$ cat src/rtl/casc_demux_pkg.sv
package casc_demux_pkg;
  localparam int DEV_COUNT    = 2;
  localparam int DRV_PER_DEV  = 2;
  localparam int CHAN_PER_DEV = 64;
  localparam int LANES        = DEV_COUNT * DRV_PER_DEV;
  localparam int CHAN_PER_DRV = CHAN_PER_DEV / DRV_PER_DEV;
  localparam int IDX_W        = $clog2(CHAN_PER_DRV);
  localparam int PHASE_W      = $clog2(LANES);
  localparam int FRAME_LEN    = DEV_COUNT * CHAN_PER_DEV;
  localparam int CNT_W        = $clog2(FRAME_LEN);

  typedef struct packed {
    logic             accept;
    logic [LANES-1:0] laneSel;
    logic             clearIdx;
    logic             bumpIdx;
    logic             frameEnd;
  } ctrl_strobe_t;
endpackage

$ cat src/rtl/casc_demux_ctrl.sv
module casc_demux_ctrl
  import casc_demux_pkg::*;
(
  input  logic         clk,
  input  logic         rstN,
  input  logic         startIn,
  input  logic         smpValid,
  output ctrl_strobe_t strb
);
  logic               armed;
  logic [PHASE_W-1:0] phase;
  logic [CNT_W-1:0]   sampleCnt;
  logic [LANES-1:0]   laneHit;
  logic               lastPhase;
  logic               lastSample;
  logic               take;

  // Phase that feeds each lane: devices alternate inside a driver pair,
  // upper driver first.
  for (genvar g = 0; g < LANES; g++) begin : gLane
    localparam int DEV = g / DRV_PER_DEV;
    localparam int DRV = g % DRV_PER_DEV;
    localparam int PH  = (DRV_PER_DEV - 1 - DRV) * DEV_COUNT + DEV;
    assign laneHit[g] = (phase == PHASE_W'(PH));
  end

  assign take       = armed && smpValid && !startIn;
  assign lastPhase  = (phase == PHASE_W'(LANES - 1));
  assign lastSample = (sampleCnt == CNT_W'(FRAME_LEN - 1));

  always_comb begin
    strb          = '0;
    strb.clearIdx = startIn;
    if (take) begin
      strb.accept   = 1'b1;
      strb.laneSel  = laneHit;
      strb.bumpIdx  = lastPhase;
      strb.frameEnd = lastSample;
    end
  end

  always_ff @(posedge clk) begin
    if (!rstN) begin
      armed     <= 1'b0;
      phase     <= '0;
      sampleCnt <= '0;
    end else if (startIn) begin
      armed     <= 1'b1;
      phase     <= '0;
      sampleCnt <= '0;
    end else if (take) begin
      phase     <= lastPhase ? '0 : phase + 1'b1;
      sampleCnt <= lastSample ? '0 : sampleCnt + 1'b1;
    end
  end


  no_accept_unarmed_chk: assert property (@(posedge clk) disable iff (!rstN)
    !armed |-> !strb.accept);


  start_restart_chk: assert property (@(posedge clk) disable iff (!rstN)
    startIn |=> (armed && phase == '0 && sampleCnt == '0));


  lane_onehot_chk: assert property (@(posedge clk) disable iff (!rstN)
    strb.accept |-> ($countones(strb.laneSel) == 1));


  phase_hold_chk: assert property (@(posedge clk) disable iff (!rstN)
    (!startIn && !smpValid) |=> $stable(phase));
endmodule

$ cat src/rtl/casc_demux_dp.sv
module casc_demux_dp
  import casc_demux_pkg::*;
#(
  parameter int DATA_W = 12
) (
  input  logic                          clk,
  input  logic                          rstN,
  input  ctrl_strobe_t                  strb,
  input  logic [DATA_W-1:0]             smpData,
  output logic [LANES-1:0]              laneValid,
  output logic [LANES-1:0][DATA_W-1:0]  laneData,
  output logic [LANES-1:0][IDX_W-1:0]   laneIdx,
  output logic                          frameDone
);
  logic [IDX_W-1:0]  rotIdx;
  logic [DATA_W-1:0] dataQ [LANES];
  logic [IDX_W-1:0]  idxQ  [LANES];

  always_ff @(posedge clk) begin
    if (!rstN) begin
      rotIdx <= '0;
    end else if (strb.clearIdx) begin
      rotIdx <= '0;
    end else if (strb.bumpIdx) begin
      rotIdx <= (rotIdx == IDX_W'(CHAN_PER_DRV - 1)) ? '0 : rotIdx + 1'b1;
    end
  end

  always_ff @(posedge clk) begin
    if (!rstN) begin
      laneValid <= '0;
      frameDone <= 1'b0;
    end else begin
      laneValid <= strb.accept ? strb.laneSel : '0;
      frameDone <= strb.frameEnd;
    end
  end

  for (genvar g = 0; g < LANES; g++) begin : gReg
    always_ff @(posedge clk) begin
      if (!rstN) begin
        dataQ[g] <= '0;
        idxQ[g]  <= '0;
      end else if (strb.accept && strb.laneSel[g]) begin
        dataQ[g] <= smpData;
        idxQ[g]  <= rotIdx;
      end
    end
    assign laneData[g] = dataQ[g];
    assign laneIdx[g]  = idxQ[g];
  end


  valid_onehot_chk: assert property (@(posedge clk) disable iff (!rstN)
    $onehot0(laneValid));


  done_single_chk: assert property (@(posedge clk) disable iff (!rstN)
    frameDone |=> !frameDone);


  done_with_valid_chk: assert property (@(posedge clk) disable iff (!rstN)
    frameDone |-> (|laneValid));


  idx_step_chk: assert property (@(posedge clk) disable iff (!rstN)
    (strb.bumpIdx && !strb.clearIdx) |=> (rotIdx != $past(rotIdx)));


  lane_hold_chk: assert property (@(posedge clk) disable iff (!rstN)
    !strb.accept |=> ($stable(laneData) && $stable(laneIdx)));
endmodule

$ cat src/rtl/casc_demux_top.sv
module casc_demux_top
  import casc_demux_pkg::*;
#(
  parameter int DATA_W = 12
) (
  input  logic                         clk,
  input  logic                         rstN,
  input  logic                         startIn,
  input  logic                         smpValid,
  input  logic [DATA_W-1:0]            smpData,
  output logic [LANES-1:0]             laneValid,
  output logic [LANES-1:0][DATA_W-1:0] laneData,
  output logic [LANES-1:0][IDX_W-1:0]  laneIdx,
  output logic                         frameDone
);
  ctrl_strobe_t strb;

  casc_demux_ctrl u_ctrl (
    .clk      (clk),
    .rstN     (rstN),
    .startIn  (startIn),
    .smpValid (smpValid),
    .strb     (strb)
  );

  casc_demux_dp #(.DATA_W(DATA_W)) u_dp (
    .clk       (clk),
    .rstN      (rstN),
    .strb      (strb),
    .smpData   (smpData),
    .laneValid (laneValid),
    .laneData  (laneData),
    .laneIdx   (laneIdx),
    .frameDone (frameDone)
  );
endmodule

$ cat config.mk
export PLATFORM = sky130hd
export DESIGN_NAME = casc_demux_top
export DESIGN_NICKNAME = d
export VERILOG_FILES = /design/src/rtl/casc_demux_pkg.sv /design/src/rtl/casc_demux_ctrl.sv /design/src/rtl/casc_demux_dp.sv /design/src/rtl/casc_demux_top.sv
export SDC_FILE = /design/constraint.sdc
export NUM_CORES = 1
export LEC_CHECK = 0
export BUFFER_PORTS_ARGS = -buffer_cell sky130_fd_sc_hd__buf_2
export CORE_MARGIN = 5
export CORE_UTILIZATION = 45
export CTS_CLUSTER_SIZE = 30
export DETAILED_ROUTE_END_ITERATION = 10
export GPL_TIMING_DRIVEN = 0
export PLACE_DENSITY = 0.71
export RECOVER_POWER = 50
export SKIP_CTS_REPAIR_TIMING = 1
export SYNTH_ARGS = -nofsm -noshare
export SYNTH_HDL_FRONTEND = slang
export SYNTH_SLANG_ARGS = --single-unit
$ cat constraint.sdc
create_clock -name clk -period 2.1 [get_ports clk]
set_input_delay 0.315 -clock clk [delete_from_list [all_inputs] [get_ports clk]]
set_output_delay 0.315 -clock clk [all_outputs]
set_load 0.03 [all_outputs]
# --- After elaboration in Yosys (flattened, before gate mapping) ---
# Memory sizes are Yosys's and may differ from the RTL's.
# Index checks and enable logic that the tools add are counted.
# W data, S select, Z words.
word_totals:
  reg_bits: 20
  mem_bits_ro: 0
  in_bits: 16
  output_inout_bits: 73
  latchBits: 0
  memories: 2
  word_cells: 62
  ramBits: 68
op_classes:
  bitwise: 9
  muxes: 26
  add_sub_neg: 3
  order_cmp: 0
  shift: 0
  div: 0
  eq_ne: 5
  mul: 0
  n_reduce_logical: 11
mem_list:
  columns: ["name", "depth", "word_bits", "read_ports", "rd_ports_with_merged_regs", "write_ports", "line", "source"]
  rows:
  - ["u_dp.dataQ", 4, 12, 4, 0, 4, "casc_demux_dp.sv:16", "logic [DATA_W-1:0] dataQ [LANES];"]
  - ["u_dp.idxQ", 4, 5, 4, 0, 4, "casc_demux_dp.sv:17", "logic [IDX_W-1:0] idxQ [LANES];"]
ops:
  columns: ["operator", "count"]
  rows:
  - ["$mux W12", 4]
  - ["$mux W5", 6]
  - ["$mux W1", 13]
  - ["$or A1 B1 Y1", 8]
  - ["$add A7 B1 Y7 const B", 1]
  - ["$eq A7 B7 Y1 const B", 1]
  - ["$mux W7", 1]
  - ["$logic_and A1 B1 Y1", 6]
  - ["$add A5 B1 Y5 const B", 1]
  - ["$eq A5 B5 Y1 const B", 1]
  - ["$eq A2 B2 Y1 const B", 2]
  - ["$mux W2", 2]
  - ["$reduce_and A2 Y1", 2]
  - ["$add A2 B1 Y2 const B", 1]
  - ["$eq A2 B1 Y1 const B", 1]
  - ["$logic_not A2 Y1", 1]
  - ["$reduce_or A2 Y1", 1]
  - ["$logic_not A1 Y1", 1]
  - ["$not A1 Y1", 1]

# --- Logic depth before layout (Yosys ltp) ---
logic_depth:
  word_depth: 8
  ltp_mapped: 7
  depth_no_buf: 6

# --- Hierarchy ---
# A second synthesis with hierarchy kept.
hier_totals:
  cells_unflattened: 256
  area_unflattened_um2: 3578.4
modules_own_cells:
  columns: ["mod", "seq_area_each_um2", "cells_each", "n_inst", "area_per_inst_um2"]
  rows:
  - ["casc_demux_dp", 2242.2, 187, 1, 2986.6]
  - ["casc_demux_ctrl", 200.2, 69, 1, 591.8]

# --- Worst setup path before layout ---
# No wires, ideal clock.
synth_timing:
  kind: "reg-to-reg"
  from: "register u_dp.rotIdx[0]"
  to: "register u_dp.rotIdx[3]"
  setup_time_ps: 70
  t_required_ps: 2030
  arrival_ps: 1587
  synth_period_minus_slack_ps: 1657
  stages_incl_launch_ff: 6
  path_slack_ps: 443
  n_path_buf: 0
  path_cell_list: "dfxtp_1 -> ha_1 -> and3_1 -> ha_1 -> or4_1 -> a21oi_1"
synth_between:
  elab_chain_cells: 2
  elab_cells_between_ends: 3
  classes_between: "add/sub: 1; eq/ne: 1; mux: 1"
synth_lines:
  columns: ["item", "line", "source"]
  rows:
  - ["start: declaration", "casc_demux_dp.sv:15", "logic [IDX_W-1:0] rotIdx;"]
  - ["start signal: assignment", "casc_demux_dp.sv:25", "rotIdx <= (rotIdx == IDX_W'(CHAN_PER_DRV - 1)) ? '0 : rotIdx + 1'b1;"]
  - ["$add A5 B1 Y5 or $eq A5 B5 Y1 (tied branches)", "casc_demux_dp.sv:25", null]
  - ["$mux W5 (*)", "casc_demux_dp.sv:25", null]
# Mark *: on every way between the ends. The rest lies on a longest branch, timed or not.
# A chain may end at the register's enable or synchronous reset.

==> flow_summary.json <==
{
  "die_area_sq_mm": 0.00981,
  "seq_area_frac_synth": 0.685,
  "stdcell_area_sq_mm": 0.00419,
  "dieWidth_um": 99.0,
  "r2r_end": "u_dp.dataQ[2][6]$_SDFFCE_PN0P_",
  "clk_pin_slew_worst_paths_ps": 90,
  "grt.total_usage": 0.142,
  "crit_arrival_ps": 1890,
  "crit_slowest_cell": "nand2_1",
  "path_class": "reg2reg",
  "clk_path_buf_depth": 2,
  "synth_top_area_cell": "edfxtp_1",
  "dp.cells": 442,
  "p_total_uw": 3350,
  "fin_skew_ps": 10.8,
  "ys_warn_count": 0,
  "drtPass1Iterations": 7,
  "cts_sinks": 88,
  "setup_tns_ps": 0,
  "crit_fanout": 17,
  "worstPathRequired_ps": 2070,
  "rr_worst_depth": 3,
  "drcViolationCount": 0,
  "clock-root-buffer": "clkbuf_8",
  "h-tree-depth": 3,
  "worst_slew_pin_slew_ps": 842,
  "syn_nets": 276,
  "avgRoutedWirePerCell_um": 15.0,
  "ir_worst_vdd_v": 0.000306,
  "synth_seq_cells": 88,
  "synth_top_area_frac": 0.572,
  "min_period_over_period": 0.914,
  "ant_nets": 0,
  "placed_cell_area_sq_mm": 0.00413,
  "synth.most_common_cell": "edfxtp_1",
  "rrSetupSlack_ps": 180,
  "fmax_mhz": 521,
  "grt_max_degree": 18,
  "nNetsFinal": 374,
  "synth_cell_types": 33,
  "cap_violations": 0,
  "core-area_sq_mm": 0.00773,
  "max_stage_delay_ps": 640,
  "portBuffers": 87,
  "syn_area_sq_mm": 0.00357,
  "std_cell_rows": 32,
  "rsz0062_at_grt": "no",
  "syn_inst": 253,
  "hpwl_mm": 4.74,
  "die_h_um": 99.0,
  "yosys-top-cells-count": "edfxtp_1 (68), and2_1 (56), dfxtp_1 (20)",
  "synth-edff-count": 68,
  "power_density_mw_per_mm2": 800,
  "gp_congestion": 0.753,
  "drtIter0Drc": 74,
  "ys.flop_type": "edfxtp_1",
  "ys_top_cells_by_area": "edfxtp_1 (57%), dfxtp_1 (11%), and2_1 (9.8%)",
  "hp-class": "in2reg",
  "area_growth_pct": 17.5,
  "initial_core_util": 0.462,
  "grt_pass1_vias": 2088,
  "wl_mm": 6.85,
  "status": "completed",
  "fin_crit_ps": 1920,
  "r2r-start": "u_ctrl.phase[0]$_SDFFE_PP0P_",
  "cts_tree": "yes",
  "crit_start": "u_ctrl.phase[0]$_SDFFE_PP0P_",
  "end_kind": "register",
  "antenna_found_initial": 0,
  "clk_latency_ps": 350,
  "hold_viol": 0,
  "crit_chain": "ha_1 > nand4b_4 > nand2_1",
  "finalSetupViolations": 0,
  "grt_overflow": 0,
  "maxSlewViolCount": 0,
  "cts_buffers": 9,
  "n_antenna_cell": 0,
  "viasPerCell": 4.86,
  "drive_gt1_frac": 0.140,
  "synth.avg_cell_area_sq_um": 14.1,
  "critical_path.endpoint": "u_dp.dataQ[2][6]$_SDFFCE_PN0P_",
  "max-slew-margin-rel": 0.438,
  "leakage_uw": 0.00156,
  "pin_count": 89,
  "stdcell_count": 458,
  "vias": 2228,
  "cp-start-kind": "register",
  "async_flop_share": 0,
  "grt_pass1_wl_mm": 10.9
}
## logic make-up after synthesis
logic type / after synthesis / share of synthesized area
flops: 88 / 0.685
compound gates: 21 / 0.0319
buf+inv: 17 / 0.0400
mux: 1 / 0.00281
xor+xnor: 1 / 0.00246
simple gates: 118 / 0.214
fa+ha+maj: 7 / 0.0246
## metrics by stage
stage / worst slack (ps) / hold WS (ps) / utilization
after floorplan: 443 / 431 / -
after global routing: 52.0 / 263 / 0.542
after CTS: 109 / 243 / 0.561
after global placement: 178 / 463 / 0.534
after detailed placement: 135 / 470 / 0.534
final: 180 / 262 / 0.542
## power breakdown
| group | internal [uW] | switching (uW) |
|---|---|---|
| Clock | 564 | 603 |
| Sequential | 1920 | 18.4 |
| Combinational | 47.1 | 197 |
| Total | 2540 | 818 |
## layout make-up
cell class	instances	area, sq um
clock buffer	9	124
sequential	88	2440
fill	692	3540
clock inverter	7	80.1
inverter	4	15.0
timing repair buffer	87	343
buffer	13	97.6
tap	102	128
multi-input combinational	148	962
## registers in the layout, summed over array words and instances, names as in the netlist
| signal | cells |
|---|---|
| u_ctrl.phase | 2 |
| u_ctrl.armed | 1 |
| u_ctrl.sampleCnt | 7 |
| u_dp.idxQ | 20 |
| u_dp.laneValid | 4 |
| u_dp.dataQ | 48 |
| u_dp.rotIdx | 5 |
| u_dp.frameDone | 1 |
## cells in the final DEF (no fill, tap or decap), drive strengths merged, types with 3 or more instances in the layout
cell	count
a21oi	12
and2	68
and3	5
buf	20
clkbuf	89
clkinv	3
dfxtp	20
edfxtp	68
ha	7
inv	6
nand2	16
nand3	6
nand4b	3
nor2	6
o21ai	5
or3	4
## critical path, delay by kind of cell, from the launching register on
family | cells | cell delay, ps
adders and majority gates | 1 | 300
DFF | 1 | 410
and+or+nand+nor | 2 | 830
## worst min path at each step
stage	slack, ps	end	start	cells after the start
3_3_place_gp	460	u_ctrl.sampleCnt[1]$_SDFFE_PP0P_	u_ctrl.sampleCnt[1]$_SDFFE_PP0P_	2
3_5_place_dp	470	u_ctrl.sampleCnt[1]$_SDFFE_PP0P_	u_ctrl.sampleCnt[1]$_SDFFE_PP0P_	2
5_1_grt	260	u_dp.dataQ[1][8]$_SDFFCE_PN0P_	smpData[8]	2
2_1_floorplan	430	u_ctrl.armed$_SDFFE_PN0P_	startIn	2
6_report	260	u_ctrl.armed$_SDFFE_PN0P_	startIn	3
4_1_cts	240	u_ctrl.armed$_SDFFE_PN0P_	startIn	3
## per-layer routing
metal | vias up | part of all wire | global-route usage | wire (um)
met5 | - | 0 | 0 | 0
met4 | 0 | 0.010 | 0.0410 | 70
met3 | 7 | 0.097 | 0.0439 | 666
met2 | 88 | 0.46 | 0.217 | 3180
met1 | 1047 | 0.43 | 0.195 | 2940
li1 | 1086 | - | - | -
Power figures use the tool's default switching activity.
